$ cat config.mk
export PLATFORM = sky130hd
export DESIGN_NAME = dual_pwm_timer
export DESIGN_NICKNAME = d
export VERILOG_FILES = /design/src/rtl/pwm2_pkg.sv /design/src/rtl/pwm2_prescaler.sv /design/src/rtl/pwm2_counter.sv /design/src/rtl/pwm2_compare.sv /design/src/rtl/dual_pwm_timer.sv
export SDC_FILE = /design/constraint.sdc
export NUM_CORES = 1
export LEC_CHECK = 0
export CORE_ASPECT_RATIO = 0.6
export CORE_UTILIZATION = 30
export CTS_BUF_LIST = sky130_fd_sc_hd__clkbuf_2
export CTS_CLUSTER_SIZE = 28
export DETAILED_ROUTE_END_ITERATION = 8
export DONT_BUFFER_PORTS = 1
export SKIP_CTS_REPAIR_TIMING = 1
export SYNTH_ARGS = -nofsm -noshare
export SYNTH_HDL_FRONTEND = slang
export SYNTH_HIERARCHICAL = 1
export SYNTH_SLANG_ARGS = --single-unit
$ cat constraint.sdc
create_clock -name clk -period 4.34 [get_ports clk]
set_input_delay 0.651 -clock clk [delete_from_list [all_inputs] [get_ports clk]]
set_output_delay 0.651 -clock clk [all_outputs]
set_load 0.01 [all_outputs]
$ cat src/rtl/pwm2_pkg.sv
package pwm2_pkg;
  localparam int NCH = 2;

  typedef enum logic {
    SHAPE_SAW = 1'b0,
    SHAPE_TRI = 1'b1
  } cnt_shape_e;
endpackage

$ cat src/rtl/pwm2_prescaler.sv
module pwm2_prescaler #(
  parameter int PSC_W = 16
) (
  input  logic             clk,
  input  logic             rst,
  input  logic [PSC_W-1:0] div,
  output logic             tick
);
  logic [PSC_W-1:0] pc;

  assign tick = (pc >= div);

  always_ff @(posedge clk) begin
    if (rst)       pc <= '0;
    else if (tick) pc <= '0;
    else           pc <= pc + 1'b1;
  end
endmodule

$ cat src/rtl/pwm2_counter.sv
module pwm2_counter
  import pwm2_pkg::*;
#(
  parameter int CNT_W = 16
) (
  input  logic             clk,
  input  logic             rst,
  input  logic             tick,
  input  cnt_shape_e       shape,
  input  logic [CNT_W-1:0] period,
  output logic [CNT_W-1:0] cnt,
  output logic             wrap
);
  logic going_down;
  logic at_top;

  // last value before the top of the ramp
  assign at_top = ({1'b0, cnt} + 1'b1) >= {1'b0, period};

  always_comb begin
    if (shape == SHAPE_SAW) wrap = tick && at_top;
    else                    wrap = tick && going_down && (cnt == '0);
  end

  always_ff @(posedge clk) begin
    if (rst || wrap) begin
      cnt        <= '0;
      going_down <= 1'b0;
    end else if (tick) begin
      if (shape == SHAPE_SAW) begin
        cnt <= cnt + 1'b1;
      end else if (!going_down) begin
        if (at_top) going_down <= 1'b1;   // repeat the peak value once
        else        cnt <= cnt + 1'b1;
      end else begin
        cnt <= cnt - 1'b1;
      end
    end
  end
endmodule

$ cat src/rtl/pwm2_compare.sv
module pwm2_compare
  import pwm2_pkg::*;
#(
  parameter int CNT_W = 16
) (
  input  logic             clk,
  input  logic             rst,
  input  cnt_shape_e       shape,
  input  logic [CNT_W-1:0] cnt,
  input  logic [CNT_W-1:0] period,
  input  logic [CNT_W-1:0] cmp,
  input  logic             pol_low,
  input  logic             rst_level,
  output logic             out
);
  logic active;
  logic [CNT_W:0] sum_cc;

  assign sum_cc = {1'b0, cnt} + {1'b0, cmp};

  always_comb begin
    if (shape == SHAPE_SAW) active = (cnt < cmp);
    else                    active = (cmp != '0) && (sum_cc >= {1'b0, period});
  end

  always_ff @(posedge clk) begin
    if (rst) out <= rst_level;
    else     out <= active ^ pol_low;
  end
endmodule

$ cat src/rtl/dual_pwm_timer.sv
module dual_pwm_timer
  import pwm2_pkg::*;
#(
  parameter int CNT_W = 16,
  parameter int PSC_W = 16
) (
  input  logic                      clk,
  input  logic                      rst,
  input  logic [PSC_W-1:0]          cfg_psc,
  input  logic [CNT_W-1:0]          cfg_period,
  input  logic                      cfg_center,
  input  logic [NCH-1:0][CNT_W-1:0] cfg_cmp,
  input  logic [NCH-1:0]            cfg_pol,
  output logic [NCH-1:0]            pwm_out,
  output logic                      upd_pulse
);
  logic [PSC_W-1:0]          psc_r;
  logic [CNT_W-1:0]          per_r;
  cnt_shape_e                shape_r;
  logic [NCH-1:0][CNT_W-1:0] cmp_r;
  logic [NCH-1:0]            pol_r;

  logic             tick;
  logic             wrap;
  logic [CNT_W-1:0] cnt;

  // working copies follow the inputs only at a period boundary
  always_ff @(posedge clk) begin
    if (rst || wrap) begin
      psc_r   <= cfg_psc;
      per_r   <= cfg_period;
      shape_r <= cnt_shape_e'(cfg_center);
      cmp_r   <= cfg_cmp;
      pol_r   <= cfg_pol;
    end
  end

  always_ff @(posedge clk) begin
    if (rst) upd_pulse <= 1'b0;
    else     upd_pulse <= wrap;
  end

  pwm2_prescaler #(.PSC_W(PSC_W)) psc_i (
    .clk  (clk),
    .rst  (rst),
    .div  (psc_r),
    .tick (tick)
  );

  pwm2_counter #(.CNT_W(CNT_W)) cnt_i (
    .clk    (clk),
    .rst    (rst),
    .tick   (tick),
    .shape  (shape_r),
    .period (per_r),
    .cnt    (cnt),
    .wrap   (wrap)
  );

  for (genvar g = 0; g < NCH; g++) begin : g_ch
    pwm2_compare #(.CNT_W(CNT_W)) cmp_i (
      .clk       (clk),
      .rst       (rst),
      .shape     (shape_r),
      .cnt       (cnt),
      .period    (per_r),
      .cmp       (cmp_r[g]),
      .pol_low   (pol_r[g]),
      .rst_level (cfg_pol[g]),
      .out       (pwm_out[g])
    );
  end
endmodule

==> flow_summary.html <==
<table>
<tr><th>Metric</th><th>Value</th></tr>
<tr><th colspan="2">Status</th></tr>
<tr><td>Outcome</td><td>completed</td></tr>
<tr><th colspan="2">Drt</th></tr>
<tr><td>Starting DRT DRC Count</td><td>467</td></tr>
<tr><td>Routed wire length per instance</td><td>17.2 µm</td></tr>
<tr><td>Total number of vias</td><td>7102</td></tr>
<tr><td>Post-route DRC</td><td>0</td></tr>
<tr><td>Detail Route Antenna Nets</td><td>0</td></tr>
<tr><td>Drt via density</td><td>between 5 and 6</td></tr>
<tr><td>Final wirelength</td><td>23800 µm</td></tr>
<tr><td>Number of detailed-route iterations in the first pass</td><td>5</td></tr>
<tr><th colspan="2">Floorplan</th></tr>
<tr><td>Standard-cell rows</td><td>47</td></tr>
<tr><td>Die Ht</td><td>about 130 µm</td></tr>
<tr><td>I/O pin count</td><td>around 70</td></tr>
<tr><td>Starting density of the core</td><td>0.306</td></tr>
<tr><td>Overall die area</td><td>approximately 29000 µm²</td></tr>
<tr><td>Core Area</td><td>around 28000 µm²</td></tr>
<tr><td>Die Span X</td><td>around 220 µm</td></tr>
<tr><th colspan="2">Critical path</th></tr>
<tr><td>End of the worst register-to-register path</td><td>g_ch[1].cmp_i/out$_DFF_P_</td></tr>
<tr><td>Number of cells on the worst reg-to-reg path</td><td>17</td></tr>
<tr><td>Critical path endpoint category</td><td>register</td></tr>
<tr><td>Setup slack on the worst flop-to-flop path</td><td>0.31 ns</td></tr>
<tr><td>Category of the worst setup path launch point</td><td>register</td></tr>
<tr><td>Critical path destination</td><td>g_ch[1].cmp_i/out$_DFF_P_</td></tr>
<tr><td>Biggest fanout along the worst timing path</td><td>3</td></tr>
<tr><td>Timing startpoint of the critical path</td><td>cmp_r[16]$_DFFE_PP_</td></tr>
<tr><td>Setup Crit Path Kind</td><td>reg2reg</td></tr>
<tr><td>Req. time, crit path</td><td>around 5.0 ns</td></tr>
<tr><td>Worst r2r src</td><td>cmp_r[16]$_DFFE_PP_</td></tr>
<tr><td>Signal arrival time at the worst endpoint</td><td>between 4 and 5 ns</td></tr>
<tr><th colspan="2">STA</th></tr>
<tr><td>Setup clock skew after layout</td><td>0.0748 ns</td></tr>
<tr><td>Final clock period utilization by the worst path</td><td>0.928</td></tr>
<tr><td>Max Clock Freq</td><td>between 0.2 and 0.25 GHz</td></tr>
<tr><td>Number of endpoints failing setup at the final stage</td><td>0</td></tr>
<tr><td>Max_slew headroom</td><td>0.509</td></tr>
<tr><td>Slew of the pin with the lowest slew margin</td><td>between 0.7 and 0.8 ns</td></tr>
<tr><td>Final critical delay including setup and external delays</td><td>between 4 and 5 ns</td></tr>
<tr><td>Number of pins exceeding their max-slew limit in the final report</td><td>0</td></tr>
<tr><td>Worst path setup slack after routing</td><td>about 0.31 ns</td></tr>
<tr><td>Hold violation total from the final report</td><td>0</td></tr>
<tr><th colspan="2">GRT</th></tr>
<tr><td>Met2 Resource Use GR</td><td>0.227</td></tr>
<tr><td>Global-route wire length before repair</td><td>36400 µm</td></tr>
<tr><td>Pin count of the biggest net entering global routing</td><td>68</td></tr>
<tr><td>Met1 routing resource usage after global routing</td><td>0.251</td></tr>
<tr><td>Total global routing track utilization</td><td>0.164</td></tr>
<tr><td>Via count of the first global-routing pass</td><td>approximately 6600</td></tr>
<tr><td>Layer with the highest usage after global routing</td><td>met1</td></tr>
<tr><td>Antenna violations before repair</td><td>2</td></tr>
<tr><td>Routing usage on met3</td><td>0.0404</td></tr>
<tr><td>Congestion Overflow GR</td><td>0</td></tr>
<tr><th colspan="2">Synth</th></tr>
<tr><td>Synth Instances</td><td>about 920</td></tr>
<tr><td>Synth top area share</td><td>0.238</td></tr>
<tr><td>Total of warnings raised by yosys</td><td>6</td></tr>
<tr><td>Syn avg cell area</td><td>9.22 µm²</td></tr>
<tr><td>Number of register bits inferred by synthesis</td><td>103</td></tr>
<tr><td>Post-synthesis cell type count</td><td>84</td></tr>
<tr><td>Post-synth net total</td><td>about 1100</td></tr>
<tr><td>Area contributors post-synth</td><td>sky130_fd_sc_hd__edfxtp_1, sky130_fd_sc_hd__ha_1, sky130_fd_sc_hd__dfxtp_1</td></tr>
<tr><td>Combined area of all synthesized cells</td><td>roughly 8400 µm²</td></tr>
<tr><td>Part of the Yosys area used for sequential elements</td><td>0.324</td></tr>
<tr><td>Top flip-flop cell by instance count after synthesis</td><td>sky130_fd_sc_hd__edfxtp_1</td></tr>
<tr><td>Area leader, netlist</td><td>sky130_fd_sc_hd__edfxtp_1</td></tr>
<tr><td>Fraction of registers with async set/reset</td><td>0</td></tr>
<tr><td>Number of enable flip-flop cells after synthesis</td><td>between 60 and 70</td></tr>
<tr><th colspan="2">Layout</th></tr>
<tr><td>Final layout net count</td><td>about 1200</td></tr>
<tr><td>Fraction of layout instances using a drive strength above 1</td><td>0.0860</td></tr>
<tr><td>Fillers</td><td>around 2800</td></tr>
<tr><td>Signed area change from the synthesized netlist to the final layout</td><td>17.1%</td></tr>
<tr><th colspan="2">Hold path</th></tr>
<tr><td>Worst min path class</td><td>in2reg</td></tr>
<tr><th colspan="2">CTS</th></tr>
<tr><td>Maximum number of buffers from clock root to sink</td><td>2</td></tr>
<tr><td>Skew-Pair Late Insertion Delay</td><td>0.73 ns</td></tr>
<tr><td>Number of H-tree levels</td><td>3</td></tr>
<tr><td>Clock transition at the registers of the reported paths</td><td>0.34 ns</td></tr>
<tr><td>TritonCTS clock tree</td><td>yes</td></tr>
<tr><td>Clock buffers created by TritonCTS</td><td>9</td></tr>
<tr><td>Number of sinks driven by the clock tree</td><td>103</td></tr>
<tr><td>Root buf cell</td><td>sky130_fd_sc_hd__clkbuf_2</td></tr>
<tr><th colspan="2">Power and ir drop</th></tr>
<tr><td>Peak ir drop on the vdd network</td><td>116 µV</td></tr>
<tr><td>Power Density</td><td>a little under 200 nW/µm²</td></tr>
<tr><td>Power consumption</td><td>1.93 mW</td></tr>
<tr><td>Leakage component of the power</td><td>~4.2 nW</td></tr>
<tr><th colspan="2">Job</th></tr>
<tr><td>Number of maximum-capacitance violations</td><td>0</td></tr>
<tr><th colspan="2">Placement</th></tr>
<tr><td>Post-detailed-placement half-perimeter wirelength</td><td>18400 µm</td></tr>
<tr><td>Final estimated routing congestion in global placement</td><td>approximately 0.93</td></tr>
<tr><td>Placement-stage worst setup slack</td><td>around 0.23 ns</td></tr>
<tr><td>Number of buffers added on ports</td><td>0</td></tr>
</table>
layout by cell type, fill, tap and decap left out, types with 4 or more instances in the layout:
| cell type | netlist | routed |
|---|---|---|
| sky130_fd_sc_hd__nand2b_1 | 16 | 16 |
| sky130_fd_sc_hd__nand4_1 | 20 | 20 |
| sky130_fd_sc_hd__dfxtp_1 | 36 | 33 |
| sky130_fd_sc_hd__edfxtp_1 | 67 | 67 |
| sky130_fd_sc_hd__xnor2_1 | 41 | 41 |
| sky130_fd_sc_hd__ha_1 | 132 | 132 |
| sky130_fd_sc_hd__nor3_2 | 4 | 4 |
| sky130_fd_sc_hd__a31oi_1 | 4 | 4 |
| sky130_fd_sc_hd__or2_2 | 6 | 6 |
| sky130_fd_sc_hd__clkbuf_2 | 2 | 9 |
| sky130_fd_sc_hd__a21o_1 | 10 | 10 |
| sky130_fd_sc_hd__a221oi_1 | 4 | 4 |
| sky130_fd_sc_hd__xor2_1 | 11 | 11 |
| sky130_fd_sc_hd__a21oi_1 | 52 | 52 |
| sky130_fd_sc_hd__o21ai_0 | 48 | 48 |
| sky130_fd_sc_hd__nand3_1 | 23 | 23 |
| sky130_fd_sc_hd__o21bai_1 | 7 | 7 |
| sky130_fd_sc_hd__o21a_1 | 6 | 6 |
| sky130_fd_sc_hd__nor2_1 | 47 | 47 |
| sky130_fd_sc_hd__mux2i_1 | 7 | 7 |
| sky130_fd_sc_hd__nor3_1 | 33 | 33 |
| sky130_fd_sc_hd__a211o_1 | 5 | 5 |
| sky130_fd_sc_hd__a211oi_1 | 14 | 12 |
| sky130_fd_sc_hd__nand3b_1 | 4 | 4 |
| sky130_fd_sc_hd__buf_4 | 1 | 21 |
| sky130_fd_sc_hd__nand2_1 | 40 | 40 |
| sky130_fd_sc_hd__dlygate4sd3_1 | 0 | 77 |
| sky130_fd_sc_hd__nor2b_1 | 6 | 6 |
| sky130_fd_sc_hd__or3_1 | 17 | 17 |
| sky130_fd_sc_hd__inv_1 | 132 | 132 |
| sky130_fd_sc_hd__nor4_2 | 7 | 7 |
| sky130_fd_sc_hd__nor4_1 | 25 | 25 |
| sky130_fd_sc_hd__and3_1 | 4 | 4 |
synthesized netlist by cell type (3+ instances only):
cell and number:
sky130_fd_sc_hd__nand3b_1 4, sky130_fd_sc_hd__nor3_1 33, sky130_fd_sc_hd__or2_2 6, sky130_fd_sc_hd__nor4_1 25, sky130_fd_sc_hd__clkbuf_1 4, sky130_fd_sc_hd__nor4_2 7
sky130_fd_sc_hd__or4_1 3, sky130_fd_sc_hd__nor2_1 47, sky130_fd_sc_hd__buf_2 6, sky130_fd_sc_hd__or3_1 17, sky130_fd_sc_hd__xor2_1 11, sky130_fd_sc_hd__a21o_1 10
sky130_fd_sc_hd__and3_1 4, sky130_fd_sc_hd__a221oi_1 4, sky130_fd_sc_hd__nand3_1 23, sky130_fd_sc_hd__inv_1 132, sky130_fd_sc_hd__o31ai_1 4, sky130_fd_sc_hd__nand4_1 20
sky130_fd_sc_hd__nor2b_1 6, sky130_fd_sc_hd__a21oi_1 52, sky130_fd_sc_hd__buf_6 5, sky130_fd_sc_hd__a211oi_1 14, sky130_fd_sc_hd__edfxtp_1 67, sky130_fd_sc_hd__mux2i_1 7
sky130_fd_sc_hd__nand2b_1 16, sky130_fd_sc_hd__a211o_1 5, sky130_fd_sc_hd__nor3_2 4, sky130_fd_sc_hd__dfxtp_1 36, sky130_fd_sc_hd__o21bai_1 7, sky130_fd_sc_hd__o21ai_0 48
sky130_fd_sc_hd__ha_1 132, sky130_fd_sc_hd__o21a_1 6, sky130_fd_sc_hd__a2111oi_0 4, sky130_fd_sc_hd__o211ai_1 3, sky130_fd_sc_hd__nand2_1 40, sky130_fd_sc_hd__xnor2_1 41
sky130_fd_sc_hd__a31oi_1 4
worst min path at each step:
stage	start	endpoint	slack (ns)	cells after the start
after floorplan	cnt_i/going_down$_SDFFE_PP0P_	cnt_i/going_down$_SDFFE_PP0P_	0.48	2
after global placement	cnt_i/going_down$_SDFFE_PP0P_	cnt_i/going_down$_SDFFE_PP0P_	0.53	2
after detailed placement	cnt_i/going_down$_SDFFE_PP0P_	cnt_i/going_down$_SDFFE_PP0P_	0.52	2
after global routing	rst	psc_i/pc[1]$_SDFF_PP0_	0.003	2
after CTS	rst	psc_i/pc[7]$_SDFF_PP0_	-0.12	1
final	rst	psc_i/pc[1]$_SDFF_PP0_	0.07	2
worst max-delay path: stages (launching register included):
cell                        delay, ns
sky130_fd_sc_hd__edfxtp_1        0.52
sky130_fd_sc_hd__ha_1            0.23
sky130_fd_sc_hd__inv_1           0.07
sky130_fd_sc_hd__fa_1            0.21
sky130_fd_sc_hd__o21bai_1        0.12
sky130_fd_sc_hd__a221oi_2        0.32
sky130_fd_sc_hd__a211oi_2        0.14
sky130_fd_sc_hd__nor3_1          0.23
sky130_fd_sc_hd__nor2_1          0.11
sky130_fd_sc_hd__a221oi_1        0.33
sky130_fd_sc_hd__xor2_1          0.22
sky130_fd_sc_hd__ha_1            0.27
sky130_fd_sc_hd__a21o_1          0.17
sky130_fd_sc_hd__a2111oi_2       0.36
sky130_fd_sc_hd__a41oi_1         0.16
sky130_fd_sc_hd__a211o_1         0.31
sky130_fd_sc_hd__xnor2_1         0.15
sky130_fd_sc_hd__o21ai_1         0.07
cell families after synthesis:
kind of cell             share of synthesized area
flip-flops                                   0.324
AND/OR/NAND/NOR                              0.183
AO/OA/AOI/OAI                                0.158
adder cells (fa/ha/maj)                      0.200
multiplexers                               0.00830
buffers and inverters                       0.0728
XOR/XNOR                                    0.0540
where the power goes:
| group | leakage (nW) | switching [mW] | internal (mW) | total (mW) |
|---|---|---|---|---|
| combinational | 3.20 | 0.147 | 0.131 | 0.278 |
| sequential | 0.949 | 0.0415 | 1.09 | 1.13 |
| clock | 0.0740 | 0.412 | 0.102 | 0.514 |
cell type report:
class                           count  area, µm²  share of cell area
Timing Repair Buffer               98        928              0.0940
Inverter                          132        495              0.0501
Multi-Input combinational cell    663       5130               0.519
Clock inverter                      7       82.6             0.00836
Tap cell                          367        459              0.0465
Clock buffer                        9       45.0             0.00456
Antenna cell                        3       7.51            0.000760
Sequential cell                   103       2740               0.277
per-layer routing:
layer,share of wire,up-vias
li1,-,3499
met1,0.52,3398
met2,0.40,184
met3,0.069,21
met4,0.012,0
met5,0,-
sequential cells by signal, indices dropped and copies added (netlist names):
register	flops
psc_i/pc	16
shape_r	1
upd_pulse	1
psc_r	16
g_ch.cmp_i/out	2
pol_r	2
per_r	16
cmp_r	32
cnt_i/going_down	1
cnt_i/cnt	16
through the flow:
stage | hold slack (ns) | cell area (µm²) | util | setup TNS (ns) | instances
final | 0.0747 | 9880 | 0.358 | 0 | 1382
after global routing | 0.00280 | 9880 | 0.358 | -0.00348 | 1381
after CTS | -0.122 | 9070 | 0.329 | 0 | 1301
after detailed placement | 0.525 | 8940 | 0.324 | 0 | 1285
after global placement | 0.530 | 8940 | 0.324 | 0 | 1285
after floorplan | 0.482 | 8440 | - | 0 | 915
Note: power is estimated with default switching activity, not from simulation.
